[config.mk]
export PLATFORM = sky130hd
export DESIGN_NAME = lcdlink_rx
export DESIGN_NICKNAME = d
export VERILOG_FILES = /design/src/rtl/lcdlink_pkg.sv /design/src/rtl/lcdlink_sync.sv /design/src/rtl/lcdlink_frame.sv /design/src/rtl/lcdlink_regs.sv /design/src/rtl/lcdlink_rx.sv
export SDC_FILE = /design/constraint.sdc
export NUM_CORES = 1
export LEC_CHECK = 0
export BUFFER_PORTS_ARGS = -buffer_cell sky130_fd_sc_hd__buf_4
export CAP_MARGIN = 20
export CORE_MARGIN = 2
export CORE_UTILIZATION = 53
export CTS_CLUSTER_DIAMETER = 60
export DETAILED_ROUTE_END_ITERATION = 8
export PLACE_DENSITY = 0.76
export SYNTH_ARGS = -nofsm -noshare
export SYNTH_HDL_FRONTEND = slang
export SYNTH_SLANG_ARGS = --single-unit
[constraint.sdc]
create_clock -name clk -period 2.3 [get_ports clk]
set_clock_uncertainty 0.1 [all_clocks]
set_input_delay 0.115 -clock clk [delete_from_list [all_inputs] [get_ports clk]]
set_output_delay 0.115 -clock clk [all_outputs]
set_load 0.02 [all_outputs]
[src/rtl/lcdlink_pkg.sv]
`timescale 1ns/1ps
package lcdlink_pkg;

   typedef enum logic [1:0] {PH_IDLE, PH_ADDR, PH_CTRL, PH_PAYLOAD} phase_e;

   typedef enum logic [2:0] {OP_NONE, OP_PTR, OP_MODE, OP_DEV, OP_BLINK, OP_BANK} op_e;

   // upper six address bits shared by both reserved slave addresses
   localparam logic [5:0] ADDR_BASE = 6'b011100;

   function automatic op_e decode_op(input logic [7:0] b);
      if (!b[7])                       return OP_PTR;
      else if (b[7:6] == 2'b10)        return OP_MODE;
      else if (b[7:3] == 5'b11100)     return OP_DEV;
      else if (b[7:3] == 5'b11101)     return OP_BLINK;
      else if (b[7:2] == 6'b111110)    return OP_BANK;
      else                             return OP_NONE;
   endfunction

endpackage

[src/rtl/lcdlink_sync.sv]
`timescale 1ns/1ps
module lcdlink_sync #(
   parameter int STAGES = 2
) (
   input  logic clk,
   input  logic rst_n,
   input  logic scl_i,
   input  logic sda_i,
   output logic scl_o,
   output logic sda_o,
   output logic scl_rise_o,
   output logic scl_fall_o,
   output logic start_o,
   output logic stop_o
);

   generate
      if (STAGES < 2) begin : g_bad_stages
         $error("lcdlink_sync: STAGES must be at least 2");
      end
   endgenerate

   logic [STAGES-1:0] scl_ff, sda_ff;
   logic              scl_d, sda_d;

   // idle bus level is high, so reset to 1 to avoid false edges
   always_ff @(posedge clk or negedge rst_n) begin
      if (!rst_n) begin
         scl_ff <= '1;
         sda_ff <= '1;
         scl_d  <= 1'b1;
         sda_d  <= 1'b1;
      end else begin
         scl_ff <= {scl_ff[STAGES-2:0], scl_i};
         sda_ff <= {sda_ff[STAGES-2:0], sda_i};
         scl_d  <= scl_ff[STAGES-1];
         sda_d  <= sda_ff[STAGES-1];
      end
   end

   assign scl_o      = scl_ff[STAGES-1];
   assign sda_o      = sda_ff[STAGES-1];
   assign scl_rise_o = scl_o & ~scl_d;
   assign scl_fall_o = ~scl_o & scl_d;
   assign start_o    = scl_o & scl_d & sda_d & ~sda_o;
   assign stop_o     = scl_o & scl_d & ~sda_d & sda_o;

endmodule

[src/rtl/lcdlink_frame.sv]
`timescale 1ns/1ps
module lcdlink_frame
   import lcdlink_pkg::*;
(
   input  logic       clk,
   input  logic       rst_n,
   input  logic       sda_s,
   input  logic       scl_rise,
   input  logic       scl_fall,
   input  logic       start_ev,
   input  logic       stop_ev,
   input  logic       addr_sel_i,
   output logic       sda_oe_o,
   output logic       data_stb_o,
   output logic       cmd_stb_o,
   output logic [7:0] byte_o
);

   localparam logic [3:0] LAST_BIT = 4'd7;
   localparam logic [3:0] ACK_WAIT = 4'd8;
   localparam logic [3:0] ACK_SLOT = 4'd9;

   phase_e     phase_q;
   logic [3:0] bitcnt_q;
   logic [7:0] shreg_q;
   logic       ack_q, co_q, rs_q, oe_q;
   logic [7:0] byte_full;
   logic       addr_hit;

   assign byte_full = {shreg_q[6:0], sda_s};
   assign addr_hit  = (byte_full[7:1] == {ADDR_BASE, addr_sel_i}) && !byte_full[0];

   always_ff @(posedge clk or negedge rst_n) begin
      if (!rst_n) begin
         phase_q  <= PH_IDLE;
         bitcnt_q <= '0;
         shreg_q  <= '0;
         ack_q    <= 1'b0;
         co_q     <= 1'b0;
         rs_q     <= 1'b0;
         oe_q     <= 1'b0;
      end else if (start_ev) begin
         phase_q  <= PH_ADDR;
         bitcnt_q <= '0;
         oe_q     <= 1'b0;
      end else if (stop_ev) begin
         phase_q  <= PH_IDLE;
         bitcnt_q <= '0;
         oe_q     <= 1'b0;
      end else if (phase_q != PH_IDLE) begin
         if (scl_rise && bitcnt_q < ACK_WAIT) begin
            shreg_q  <= byte_full;
            bitcnt_q <= bitcnt_q + 4'd1;
            if (bitcnt_q == LAST_BIT)
               ack_q <= (phase_q != PH_ADDR) || addr_hit;
         end else if (scl_fall && bitcnt_q == ACK_WAIT) begin
            bitcnt_q <= ACK_SLOT;
            oe_q     <= ack_q;
         end else if (scl_fall && bitcnt_q == ACK_SLOT) begin
            bitcnt_q <= '0;
            oe_q     <= 1'b0;
            unique case (phase_q)
               PH_ADDR:    phase_q <= ack_q ? PH_CTRL : PH_IDLE;
               PH_CTRL: begin
                  co_q    <= shreg_q[7];
                  rs_q    <= shreg_q[6];
                  phase_q <= PH_PAYLOAD;
               end
               PH_PAYLOAD: phase_q <= co_q ? PH_CTRL : PH_PAYLOAD;
               default:    phase_q <= PH_IDLE;
            endcase
         end
      end
   end

   assign sda_oe_o   = oe_q;
   assign data_stb_o = scl_rise && (bitcnt_q == LAST_BIT) && (phase_q == PH_PAYLOAD) && rs_q;
   assign cmd_stb_o  = scl_fall && (bitcnt_q == ACK_SLOT) && (phase_q == PH_PAYLOAD) && !rs_q;
   assign byte_o     = (bitcnt_q == LAST_BIT) ? byte_full : shreg_q;

endmodule

[src/rtl/lcdlink_regs.sv]
`timescale 1ns/1ps
module lcdlink_regs
   import lcdlink_pkg::*;
#(
   parameter int DEPTH = 80,
   parameter int SUBW  = 3,
   parameter int PTRW  = 7
) (
   input  logic            clk,
   input  logic            rst_n,
   input  logic            data_stb_i,
   input  logic            cmd_stb_i,
   input  logic [7:0]      byte_i,
   input  logic [SUBW-1:0] hw_sub_i,
   output logic            ram_we_o,
   output logic [PTRW-1:0] ram_addr_o,
   output logic [7:0]      ram_wdata_o,
   output logic [1:0]      mux_o,
   output logic            bias_o,
   output logic            disp_en_o,
   output logic            bank_in_o,
   output logic            bank_out_o,
   output logic            blink_alt_o,
   output logic [1:0]      blink_freq_o
);

   localparam logic [PTRW-1:0] PTR_LAST = PTRW'(DEPTH - 1);

   logic [PTRW-1:0] ptr_q;
   logic [SUBW-1:0] sub_q;

   always_ff @(posedge clk or negedge rst_n) begin
      if (!rst_n) begin
         ptr_q        <= '0;
         sub_q        <= '0;
         ram_we_o     <= 1'b0;
         ram_addr_o   <= '0;
         ram_wdata_o  <= '0;
         mux_o        <= 2'b00;
         bias_o       <= 1'b0;
         disp_en_o    <= 1'b0;
         bank_in_o    <= 1'b0;
         bank_out_o   <= 1'b0;
         blink_alt_o  <= 1'b0;
         blink_freq_o <= 2'b00;
      end else begin
         ram_we_o <= 1'b0;
         if (data_stb_i) begin
            if (sub_q == hw_sub_i) begin
               ram_we_o    <= 1'b1;
               ram_addr_o  <= ptr_q;
               ram_wdata_o <= byte_i;
            end
            if (ptr_q == PTR_LAST) begin
               ptr_q <= '0;
               sub_q <= sub_q + 1'b1;
            end else begin
               ptr_q <= ptr_q + 1'b1;
            end
         end
         if (cmd_stb_i) begin
            unique case (decode_op(byte_i))
               OP_PTR:   ptr_q <= (int'(byte_i[6:0]) < DEPTH) ? byte_i[PTRW-1:0] : '0;
               OP_MODE: begin
                  disp_en_o <= byte_i[3];
                  bias_o    <= byte_i[2];
                  mux_o     <= byte_i[1:0];
               end
               OP_DEV:   sub_q <= byte_i[SUBW-1:0];
               OP_BLINK: begin
                  blink_alt_o  <= byte_i[2];
                  blink_freq_o <= byte_i[1:0];
               end
               OP_BANK: begin
                  bank_in_o  <= byte_i[1];
                  bank_out_o <= byte_i[0];
               end
               default: ;
            endcase
         end
      end
   end

endmodule

[src/rtl/lcdlink_rx.sv]
`timescale 1ns/1ps
module lcdlink_rx #(
   parameter int DEPTH       = 80,
   parameter int SUBW        = 3,
   parameter int SYNC_STAGES = 2,
   localparam int PTRW       = $clog2(DEPTH)
) (
   input  logic            clk,
   input  logic            rst_n,
   input  logic            scl_i,
   input  logic            sda_i,
   output logic            sda_oe_o,
   input  logic            addr_sel_i,
   input  logic [SUBW-1:0] hw_sub_i,
   output logic            ram_we_o,
   output logic [PTRW-1:0] ram_addr_o,
   output logic [7:0]      ram_wdata_o,
   output logic [1:0]      mux_o,
   output logic            bias_o,
   output logic            disp_en_o,
   output logic            bank_in_o,
   output logic            bank_out_o,
   output logic            blink_alt_o,
   output logic [1:0]      blink_freq_o
);

   generate
      if (DEPTH < 2 || DEPTH > 128) begin : g_bad_depth
         $error("lcdlink_rx: DEPTH must lie in 2..128 (7-bit pointer field)");
      end
      if (SUBW < 1 || SUBW > 3) begin : g_bad_subw
         $error("lcdlink_rx: SUBW must lie in 1..3 (3-bit select field)");
      end
   endgenerate

   logic       scl_s, sda_s, scl_rise, scl_fall, start_ev, stop_ev;
   logic       data_stb, cmd_stb;
   logic [7:0] rx_byte;

   lcdlink_sync #(.STAGES(SYNC_STAGES)) sync_i (
      .clk(clk), .rst_n(rst_n), .scl_i(scl_i), .sda_i(sda_i),
      .scl_o(scl_s), .sda_o(sda_s), .scl_rise_o(scl_rise), .scl_fall_o(scl_fall),
      .start_o(start_ev), .stop_o(stop_ev)
   );

   lcdlink_frame frame_i (
      .clk(clk), .rst_n(rst_n), .sda_s(sda_s), .scl_rise(scl_rise), .scl_fall(scl_fall),
      .start_ev(start_ev), .stop_ev(stop_ev), .addr_sel_i(addr_sel_i),
      .sda_oe_o(sda_oe_o), .data_stb_o(data_stb), .cmd_stb_o(cmd_stb), .byte_o(rx_byte)
   );

   lcdlink_regs #(.DEPTH(DEPTH), .SUBW(SUBW), .PTRW(PTRW)) regs_i (
      .clk(clk), .rst_n(rst_n), .data_stb_i(data_stb), .cmd_stb_i(cmd_stb),
      .byte_i(rx_byte), .hw_sub_i(hw_sub_i),
      .ram_we_o(ram_we_o), .ram_addr_o(ram_addr_o), .ram_wdata_o(ram_wdata_o),
      .mux_o(mux_o), .bias_o(bias_o), .disp_en_o(disp_en_o),
      .bank_in_o(bank_in_o), .bank_out_o(bank_out_o),
      .blink_alt_o(blink_alt_o), .blink_freq_o(blink_freq_o)
   );

endmodule

==> metrics.md, run 1 <==
| Metric | Value |
|---|---|
| Synthesized-area fraction occupied by adder cells | `2.04%` |
| Area Overhead vs Synth | `20.9%` |
| Placer Congestion | `0.889` |
| Initial antenna violation count | `0` |
| Total iterations of the first detailed-routing run | `4` |
| R2R setup slack | `0.15 ns` |
| WL/cell | `15.8 um` |
| Final period util | `93.6%` |
| WHS Path Cells | `4` |
| Ys flop type | `dfrtp_1` |
| Mux cell area share after synthesis | `14.8%` |
| Post-detail-place hpwl | `4.69 mm` |
| Post-synthesis compound-gate area fraction | `11.1%` |
| I/O Buffers | `33` |
| # DRC | `0` |
| FFs w/ async S/R, synth | `100%` |
| GRT Residual Overflow | `0` |
| Slew of the pin with the lowest slew margin | `0.735 ns` |
| Clk pwr share | `44.4%` |
| Largest family of logic cells by synthesized area | `simple AND/OR/NAND/NOR gates` |
| Gate power share | `9.5%` |
| Core Box Area | `5540 um^2` |
| Hold endpoint | `frame_i.ack_q` |
| H-tree Lvls | `3` |
| Reg-to-reg startpoint | `frame_i.bitcnt_q[1]` |
| Worst Hold Class | `input port to flip-flop` |
| Worst-path clk slew | `0.07 ns` |
| Seq cells post-synth | `59` |
| Starting Density | `55.3%` |
| Detailed Route Iter0 Violations | `135` |
| PD cells | `652 nW/um^2` |
| Total GRT Usage | `22.3%` |
| Post-synthesis simple-gate area fraction | `17.0%` |
| Layout cells sized above 1 | `30.2%` |
| Max Cap Violations | `0` |
| CTS Buf Count | `9` |
| Pin count of the biggest net entering global routing | `60` |
| Via-per-instance ratio | `5.57` |
| Nets | `356` |
| Post-Synthesis Net Count | `307` |
| R2R cell count | `6` |
| Worst setup path class | `flip-flop to flip-flop` |
| Share of the core filled with cells | `66.9%` |
| DRT antenna net count | `0` |
| Fin Setup TNS | `0 ns` |
| # IOs | `34` |
| Int Pwr | `1.84 mW` |
| Switch share | `23.9%` |
| Post-Syn Instances | `294` |
| Overall Power | `2.42 mW` |
| NetSw | `0.578 mW` |
| Leakage Power | `1.71 nW` |
| CTS tree | `yes` |
| Yosys cell types | `54` |
| CP Launch Type | `flip-flop` |
| Post-CTS setup buffers | `0` |
| RSZ-0062 raised after global routing | `no` |
| Register share of total power | `46.2%` |
| Min Tclk post-route | `2.15 ns` |
| Max Slew Vio Count | `0` |
| Status | `finished clean` |
| Antenna Cells | `0` |
| Mapped Area | `3060 um^2` |
| First-pass GRT wire length | `10.8 mm` |
| Die Y-Extent | `80.0 um` |
| FP Rows | `27` |
| Vias | `2339` |
| Number of global-route vias before repair | `2321` |
| Final setup vio count | `0` |
| Non-Filler Instances | `420` |
| Final number of hold-violating endpoints | `0` |
| Clock Latency Late Sink | `0.34 ns` |
| CP Data Arrival Time | `2.28 ns` |
| Clk sink count | `59` |
| Ys Warns | `0` |
| Die width | `80.0 um` |
| Clk root buf | `clkbuf_8` |
| Nature of the critical path endpoint | `flip-flop` |
| Post-synthesis sequential area ratio | `48.4%` |
| Min-delay src | `addr_sel_i` |
| Fmax | `0.465 GHz` |
| Mapped Avg Cell Area | `10.4 um^2` |
| Most common cell after layout, fill and taps aside | `dfrtp_1` |
| Reg2reg end | `regs_i.blink_freq_o[0]` |
| Slew margin rel. | `51.0%` |
| Die area | `6410 um^2` |
| Number of flops mapped to enable cells by yosys | `0` |
| Peak supply drop | `482 uV` |
| Final wirelength | `6.62 mm` |
| Synth Area in XOR/XNOR | `2.57%` |
| Most frequent cells in the layout | `53 x dfrtp_1, 50 x buf_4, 44 x nand2_1, 23 x mux2_2, 18 x mux2i_1` |
| Critical Path RT | `2.43 ns` |
| Maximum fanout along the worst path | `5` |
| Placed instance count | `401` |
| Clock buffer depth | `2` |
[metrics by stage]
| stage | hold WS (ns) | area [um^2] | setup WS, ns |
|---|---|---|---|
| 3_5_place_dp | 0.120 | 3450 | 0.131 |
| 6_report | 0.171 | 3710 | 0.147 |
| 2_1_floorplan | -0.281 | 3060 | 0.0264 |
| 5_1_grt | 0.197 | 3710 | 0.00120 |
| 4_1_cts | 0.154 | 3710 | 0.128 |
| 3_3_place_gp | 0.118 | 3450 | 0.183 |
[power by group through the flow]
stage               logic [mW]  clock network (mW)  registers (mW)
global placement         0.218                   0            1.13
floorplan                0.145                   0            1.12
CTS                      0.229                1.10            1.12
detailed placement       0.225                   0            1.13
global route             0.261                1.13            1.12
finish                   0.229                1.07            1.12
[critical path, stage by stage (launching register included)]
cell	delay (ns)
dfrtp_1	0.39
ha_1	0.24
nand3b_1	0.21
mux2i_1	0.26
nor2b_1	0.18
nor2b_1	0.29
mux2_2	0.37
[flip-flops by register name (all words and copies together), names as in the netlist, 2 cells and up]
signal	count
regs_i.mux_o	2
sync_i.sda_ff	2
regs_i.ram_wdata_o	8
regs_i.ptr_q	7
regs_i.ram_addr_o	7
frame_i.phase_q	2
frame_i.bitcnt_q	4
frame_i.shreg_q	8
regs_i.sub_q	3
regs_i.blink_freq_o	2
sync_i.scl_ff	2
[synthesized netlist by cell type (2+ instances only)]
cell type | n | area share (%)
dfrtp_1 | 53 | 43
nand2_1 | 44 | 5.4
mux2_2 | 23 | 8.5
mux2i_1 | 18 | 5.9
nor2_1 | 15 | 1.8
o21ai_0 | 14 | 2.3
a21oi_1 | 10 | 1.6
inv_1 | 9 | 1.1
o21ai_1 | 9 | 1.5
clkbuf_1 | 7 | 0.86
nand3_1 | 7 | 1.1
a31oi_1 | 6 | 1.2
dfstp_2 | 6 | 5.1
xnor2_1 | 6 | 1.7
ha_1 | 5 | 2.0
buf_4 | 4 | 0.98
nand4_1 | 4 | 0.82
nor4_1 | 3 | 0.61
or2_2 | 3 | 0.61
xor2_1 | 3 | 0.86
a22oi_1 | 2 | 0.49
and3_1 | 2 | 0.41
and3b_1 | 2 | 0.57
buf_2 | 2 | 0.33
nand3b_1 | 2 | 0.49
nand4b_1 | 2 | 0.57
nand4bb_1 | 2 | 0.73
nor2b_1 | 2 | 0.41
nor3_1 | 2 | 0.33
nor3b_1 | 2 | 0.49
o41ai_1 | 2 | 0.57
[worst max path at each step]
| stage | start | endpoint | slack [ns] | cells after the start |
|---|---|---|---|---|
| after CTS | sync_i.scl_d | regs_i.blink_freq_o[0] | 0.13 | 5 |
| after global routing | frame_i.bitcnt_q[1] | regs_i.blink_freq_o[0] | 0.001 | 6 |
| after detailed placement | sync_i.scl_d | regs_i.blink_freq_o[0] | 0.13 | 5 |
| after floorplan | frame_i.bitcnt_q[0] | regs_i.ptr_q[1] | 0.03 | 7 |
| after global placement | sync_i.scl_d | regs_i.blink_freq_o[0] | 0.18 | 5 |
| final | frame_i.bitcnt_q[1] | regs_i.blink_freq_o[0] | 0.15 | 6 |
[per-layer routing]
| metal | global-route usage, % | up-vias | part of all wire [%] |
|---|---|---|---|
| li1 | - | 1143 | - |
| met1 | 28.9 | 1121 | 43 |
| met2 | 36.2 | 67 | 49 |
| met3 | 5.88 | 8 | 5.7 |
| met4 | 7.97 | 0 | 1.6 |
| met5 | 0 | - | 0 |
[cell type report]
type | instances | area (um^2)
clock buffers | 12 | 155
clock inverters | 4 | 72.6
fillers | 453 | 1830
inverters | 10 | 40.0
multi-input cells | 210 | 1460
flip-flops and latches | 59 | 1480
well taps | 72 | 90.1
repair buffers | 53 | 405
[timing repair]
item / 4_1_cts / 5_1_grt
setup endpoints to repair: 0 / 3
resized for setup: 0 / 1
hold buffers: 3 / 0
hold endpoints to repair: 55 / 0
[cells by family (layout without fill, tap and decap cells)]
kind of cell,after synthesis,after routing
AND/OR/NAND/NOR,100,100
flip-flops,59,59
AO/OA/AOI/OAI,54,54
multiplexers,42,42
buffers and inverters,25,79
XOR/XNOR,9,9
adder cells (fa/ha/maj),5,5
No activity file was read; power rests on OpenSTA's default activity.
==> run 2, diff against run 1 <==
Settings changed: BUFFER_PORTS_ARGS -buffer_cell sky130_fd_sc_hd__buf_4 to not set, CORE_UTILIZATION 53 to 57, DONT_BUFFER_PORTS set to 1, PLACE_DENSITY 0.76 to 0.75.
==> metrics.md, run 2 (synthesized netlist as in run 1, its figures left out) <==
| Metric | Value |
|---|---|
| Status | `finished clean` |
| Final number of hold-violating endpoints | `0 (unchanged)` |
| Worst setup path class | `flip-flop to flip-flop` |
| Slew of the pin with the lowest slew margin | `0.412 ns (-0.323 ns)` |
| Total GRT Usage | `22.7% (+0.33 points)` |
| Pin count of the biggest net entering global routing | `60 (unchanged)` |
| Layout cells sized above 1 | `25.5% (-4.7 points)` |
| Slowest-stage cell, CP | `dfstp_2` |
| R2R setup slack | `0.15 ns (about the same)` |
| NetSw | `0.601 mW (+3.9%)` |
| Antenna Cells | `0 (unchanged)` |
| Clk sink count | `59 (unchanged)` |
| Clk pwr share | `41.6% (-2.8 points)` |
| Starting Density | `59.6% (+4.3 points)` |
| Nets | `330 (-7.3%)` |
| CP max stage delay | `0.62 ns (+0.23 ns)` |
| # DRC | `0 (unchanged)` |
| GRT Residual Overflow | `0 (unchanged)` |
| Routing usage on met1 | `30.6% (+1.7 points)` |
| GRT busiest layer | `met2` |
| Gate power share | `9.8% (+0.3 points)` |
| Min Tclk post-route | `2.15 ns (-0.00553 ns)` |
| Most common cell after layout, fill and taps aside | `dfrtp_1` |
| Min Hold Slack | `0.115 ns (-0.0557 ns)` |
| Die area | `5980 um^2 (-6.7%)` |
| Via-per-instance ratio | `5.85 (+5.1%)` |
| Post-detail-place hpwl | `4.39 mm (-6.4%)` |
| DRT antenna net count | `0 (unchanged)` |
| Die Y-Extent | `77.3 um (-3.4%)` |
| Vias | `2294 (-1.9%)` |
| Critical Path RT | `2.42 ns (about the same)` |
| Register share of total power | `48.6% (+2.4 points)` |
| Clk root buf | `clkbuf_8` |
| Nature of the critical path endpoint | `flip-flop` |
| CP delay by family, top | `simple AND/OR/NAND/NOR gates` |
| Clock Latency Late Sink | `0.34 ns (about the same)` |
| Switch share | `26.1% (+2.2 points)` |
| Max Slew Vio Count | `0 (unchanged)` |
| CTS tree | `yes` |
| Detailed Route Iter0 Violations | `187 (+39%)` |
| First-pass GRT wire length | `10.7 mm (-1.5%)` |
| Fin Setup TNS | `0 ns (unchanged)` |
| CP Data Arrival Time | `2.27 ns (about the same)` |
| CTS Buf Count | `9 (unchanged)` |
| Largest regs | `frame_i.shreg_q x8, regs_i.ram_wdata_o x8` |
| CP Buf/Inv Count | `0 (unchanged)` |
| Fmax | `0.466 GHz (+0.26%)` |
| RSZ-0062 raised after global routing | `no` |
| Initial antenna violation count | `0 (unchanged)` |
| CP Launch Type | `flip-flop` |
| Int Pwr | `1.70 mW (-7.6%)` |
| Final setup vio count | `0 (unchanged)` |
| Worst-path clk slew | `0.07 ns (about the same)` |
| Total iterations of the first detailed-routing run | `4 (unchanged)` |
| Clock buffer depth | `2 (unchanged)` |
| H-tree Lvls | `3 (unchanged)` |
| Number of global-route vias before repair | `2189 (-5.7%)` |
| Maximum fanout along the worst path | `10 (+5)` |
| Peak supply drop | `515 uV (+7.0%)` |
| Max Cap Violations | `0 (unchanged)` |
| Leakage Power | `1.56 nW (-8.7%)` |
| Core Box Area | `5140 um^2 (-7.2%)` |
| FP Rows | `26 (-3.7%)` |
| WL/cell | `16.4 um (+3.9%)` |
| Global routing usage on met3 | `5.88% (unchanged)` |
| Die width | `77.3 um (-3.4%)` |
| PD cells | `655 nW/um^2 (+0.41%)` |
| Most frequent cells in the layout | `53 x dfrtp_1, 44 x nand2_1, 23 x mux2_2, 23 x buf_4, 18 x mux2i_1` |
| Final wirelength | `6.42 mm (-3.1%)` |
| Placer Congestion | `0.951 (+7.1%)` |
| CP cell instances | `and4bb_1, nand3_2, nor2b_1, nor2b_2, mux2_2` |
| Met2 Resource Use GR | `35.4% (-0.78 points)` |
| Worst Hold Class | `input port to flip-flop` |
| Area Overhead vs Synth | `14.7%` |
| # IOs | `34 (unchanged)` |
| Slew margin rel. | `72.5% (+21 points)` |
| Final period util | `93.4% (-0.24 points)` |
| I/O Buffers | `0 (-100%)` |
## run 2: metrics by stage
stage	worst slack (ns)	cells	utilization, %	instance area [um^2]	power (mW)
finish	0.153	392	68.4	3510	2.30
global route	0.0205	392	68.4	3510	2.40
CTS	0.0907	390	67.8	3490	2.32
detailed placement	0.0893	370	62.8	3230	1.33
global placement	0.163	370	62.8	3230	1.32
floorplan	0.0264	294	-	3060	1.26
## run 2: final timing paths
path | cells after the start | startpoint | endpoint
max | 5 | sync_i.scl_d | regs_i.blink_freq_o[1]
min | 3 | addr_sel_i | frame_i.ack_q
min in group asynchronous | 2 | rst_n | regs_i.ram_wdata_o[0]
min reg2reg | 0 | sync_i.sda_ff[0] | sync_i.sda_ff[1]
max in group asynchronous | 2 | rst_n | sync_i.sda_d
max reg2reg | 5 | sync_i.scl_d | regs_i.blink_freq_o[1]
## run 2: layout make-up
type | count | area, um^2
clock buffers | 10 | 138
clock inverters | 6 | 63.8
fillers | 395 | 1630
inverters | 10 | 40.0
multi-input cells | 210 | 1470
flip-flops and latches | 59 | 1480
well taps | 70 | 87.6
repair buffers | 27 | 230
## run 2: per-layer routing
metal / up-vias / share of wire, % / wire length (um)
met1: 1127 / 46 / 2930
met5: - / 0 / 0
li1: 1097 / - / -
met3: 9 / 5.3 / 340
met2: 61 / 47 / 3030
met4: 0 / 1.7 / 110
## run 2: power by group through the flow
stage	Clock [mW]	Combinational [mW]	Sequential (mW)
floorplan	0	0.145	1.12
detailed placement	0	0.193	1.14
CTS	0.979	0.225	1.12
finish	0.957	0.226	1.12
global route	1.02	0.255	1.12
global placement	0	0.192	1.13
## run 2: timing repair
action,4_1_cts,5_1_grt
gates resized for setup,0,3
endpoints found under the setup margin,0,11
hold endpoints to repair,61,0
hold buffers,4,0
buffers inserted,0,2
## run 2: worst min-delay path, cell delays in order
cell and delay [ns]:
xnor2_1 0.04, a41oi_1 0.27, o41ai_1 0.09
==> run 3, diff against run 2 <==
Clock period 2.3 ns to 1.81 ns, I/O delays scaled along.
==> metrics.md, run 3 (synthesized netlist as in run 1, its figures left out) <==
| Metric | Value |
|---|---|
| Status | `complete, but fails checks` |
| Violated checks | `setup timing` |
| Placed Area | `3550 um^2 (+10%)` |
| Die Y-Extent | `77.3 um (unchanged)` |
| Maximum fanout along the worst path | `6 (-4)` |
| CP Data Arrival Time | `2.23 ns (-0.04 ns)` |
| Fmax | `0.476 GHz (+2.2%)` |
| Leakage Power | `1.85 nW (+19%)` |
| Clk root buf | `clkbuf_8` |
| CP Launch Type | `flip-flop` |
| Slew margin rel. | `74.7% (+2.2 points)` |
| Nets | `375 (+14%)` |
| Starting Density | `59.6% (unchanged)` |
| Area Overhead vs Synth | `36.1%` |
| Largest regs | `frame_i.shreg_q x8, regs_i.ram_wdata_o x8` |
| Detailed Route Iter0 Violations | `182 (-2.7%)` |
| Clock buffer depth | `2 (unchanged)` |
| Peak supply drop | `593 uV (+15%)` |
| Fin area | `4170 um^2 (+19%)` |
| Die width | `77.3 um (unchanged)` |
| Final worst slack | `-0.291 ns (-0.444 ns)` |
| H-tree Lvls | `3 (unchanged)` |
| # DRC | `0 (unchanged)` |
| Most frequent cells in the layout | `52 x dfrtp_1, 51 x buf_4, 37 x nand2_1, 17 x mux2i_1, 13 x mux2_2` |
| Number of global-route vias before repair | `2604 (+19%)` |
| # IOs | `34 (unchanged)` |
| Slowest-stage cell, CP | `dfrtp_1` |
| CTS tree | `yes` |
| Final setup vio count | `41 (+41)` |
| Clk sink count | `59 (unchanged)` |
| Total iterations of the first detailed-routing run | `4 (unchanged)` |
| Most common cell after layout, fill and taps aside | `dfrtp_1` |
| Antenna Cells | `0 (unchanged)` |
| CTS Buf Count | `9 (unchanged)` |
| Via-per-instance ratio | `5.82 (-0.56%)` |
| DRT antenna net count | `0 (unchanged)` |
| Layout cells sized above 1 | `42.5% (+17 points)` |
| RSZ-0062 raised after global routing | `yes` |
| Core Box Area | `5140 um^2 (unchanged)` |
| PD cells | `784 nW/um^2 (+20%)` |
| Max Cap Violations | `0 (unchanged)` |
| Non-Filler Instances | `437 (+11%)` |
| Vias | `2543 (+11%)` |
| Worst Hold Class | `input port to flip-flop` |
| Slew of the pin with the lowest slew margin | `0.377 ns (-0.0351 ns)` |
| Total GRT Usage | `27.3% (+4.7 points)` |
| WL/cell | `17.8 um (+9.0%)` |
| CP cell instances | `ha_2, nand3b_1, mux2i_2, nor2b_4, nor2b_4, mux2_4` |
| Initial antenna violation count | `0 (unchanged)` |
| I/O Buffers | `0 (unchanged)` |
| Clock Latency Late Sink | `0.34 ns (about the same)` |
| First-pass GRT wire length | `12.6 mm (+18%)` |
| Share of the core filled with cells | `81.2% (+13 points)` |
| GRT Residual Overflow | `0 (unchanged)` |
| CP most frequent cell | `nor2b_4` |
| Min Tclk post-route | `2.10 ns (-0.0463 ns)` |
| Overall Power | `3.27 mW (+42%)` |
| Worst setup path class | `flip-flop to flip-flop` |
| Nature of the critical path endpoint | `flip-flop` |
| Critical Path RT | `1.93 ns (-0.49 ns)` |
| Final period util | `116% (+23 points)` |
| Post-detail-place hpwl | `4.97 mm (+13%)` |
| Pin count of the biggest net entering global routing | `60 (unchanged)` |
| Placer Congestion | `0.942 (-0.98%)` |
| Placed instance count | `408 (+10%)` |
| Placement Setup Slack | `-0.285 ns (-0.374 ns)` |
| FP Rows | `26 (unchanged)` |
| Worst-path clk slew | `0.07 ns (about the same)` |
| Final wirelength | `7.80 mm (+22%)` |
| Die area | `5980 um^2 (unchanged)` |
| CP Buf/Inv Count | `0 (unchanged)` |
| CP max stage delay | `0.39 ns (-0.23 ns)` |
| CP delay by family, top | `simple AND/OR/NAND/NOR gates` |
| Final number of hold-violating endpoints | `0 (unchanged)` |
| Max Slew Vio Count | `0 (unchanged)` |
==> run 3: final cells by class <==
class                   count  area, um^2
clock inverters             4        72.6
well taps                  70        87.6
inverters                  10        40.0
multi-input cells         211        1690
repair buffers             71         641
flip-flops and latches     59        1490
fillers                   309         968
clock buffers              12         155
==> run 3: worst reg2reg max path, cell delays in order (launching register included) <==
cell      delay [ns]
dfrtp_1         0.39
ha_2            0.19
nand3b_1        0.23
mux2i_2         0.32
nor2b_4         0.22
nor2b_4         0.22
mux2_4          0.32
==> run 3: through the flow <==
stage                     hold WS, ns  TNS [ns]
after floorplan                -0.305     -3.08
final                           0.143     -5.92
after detailed placement       -0.303     -5.02
after CTS                       0.114     -5.25
after global routing            0.153     -9.91
after global placement         -0.304     -2.90
==> run 3: report_power, final <==
part / internal (mW) / switching [mW] / total, mW
Clock: 0.848 / 0.503 / 1.35
Combinational: 0.260 / 0.252 / 0.512
Sequential: 1.36 / 0.0467 / 1.41
==> run 3: path summary, 6_finish.rpt <==
check,from,endpoint,slack [ns],cells after the start
min in group asynchronous,rst_n,regs_i.ram_addr_o[6],0.18,2
worst min register to register,sync_i.scl_ff[0],sync_i.scl_ff[1],0.26,0
worst max-delay path,frame_i.bitcnt_q[1],regs_i.blink_freq_o[1],-0.29,6
worst min-delay path,hw_sub_i[1],regs_i.ram_addr_o[2],0.14,4
worst max register to register,frame_i.bitcnt_q[1],regs_i.blink_freq_o[1],-0.29,6
max in group asynchronous,rst_n,sync_i.scl_ff[1],1.12,2
==> run 3: timing repair <==
item / in CTS / in global routing
pin swaps: 9 / 6
cloned: 1 / 2
hold buffers: 5 / 0
endpoints found under the setup margin: 45 / 48
gates resized for setup: 36 / 32
buffers inserted: 5 / 4
hold endpoints to repair: 62 / 0
==> run 3: layer usage <==
layer | global-route usage, % | vias up | routed length, um
met5 | 0 | - | 0
met4 | 10.2 | 0 | 120
met3 | 7.53 | 10 | 314
met2 | 46.3 | 51 | 4100
met1 | 33.3 | 1295 | 3260
li1 | - | 1187 | -
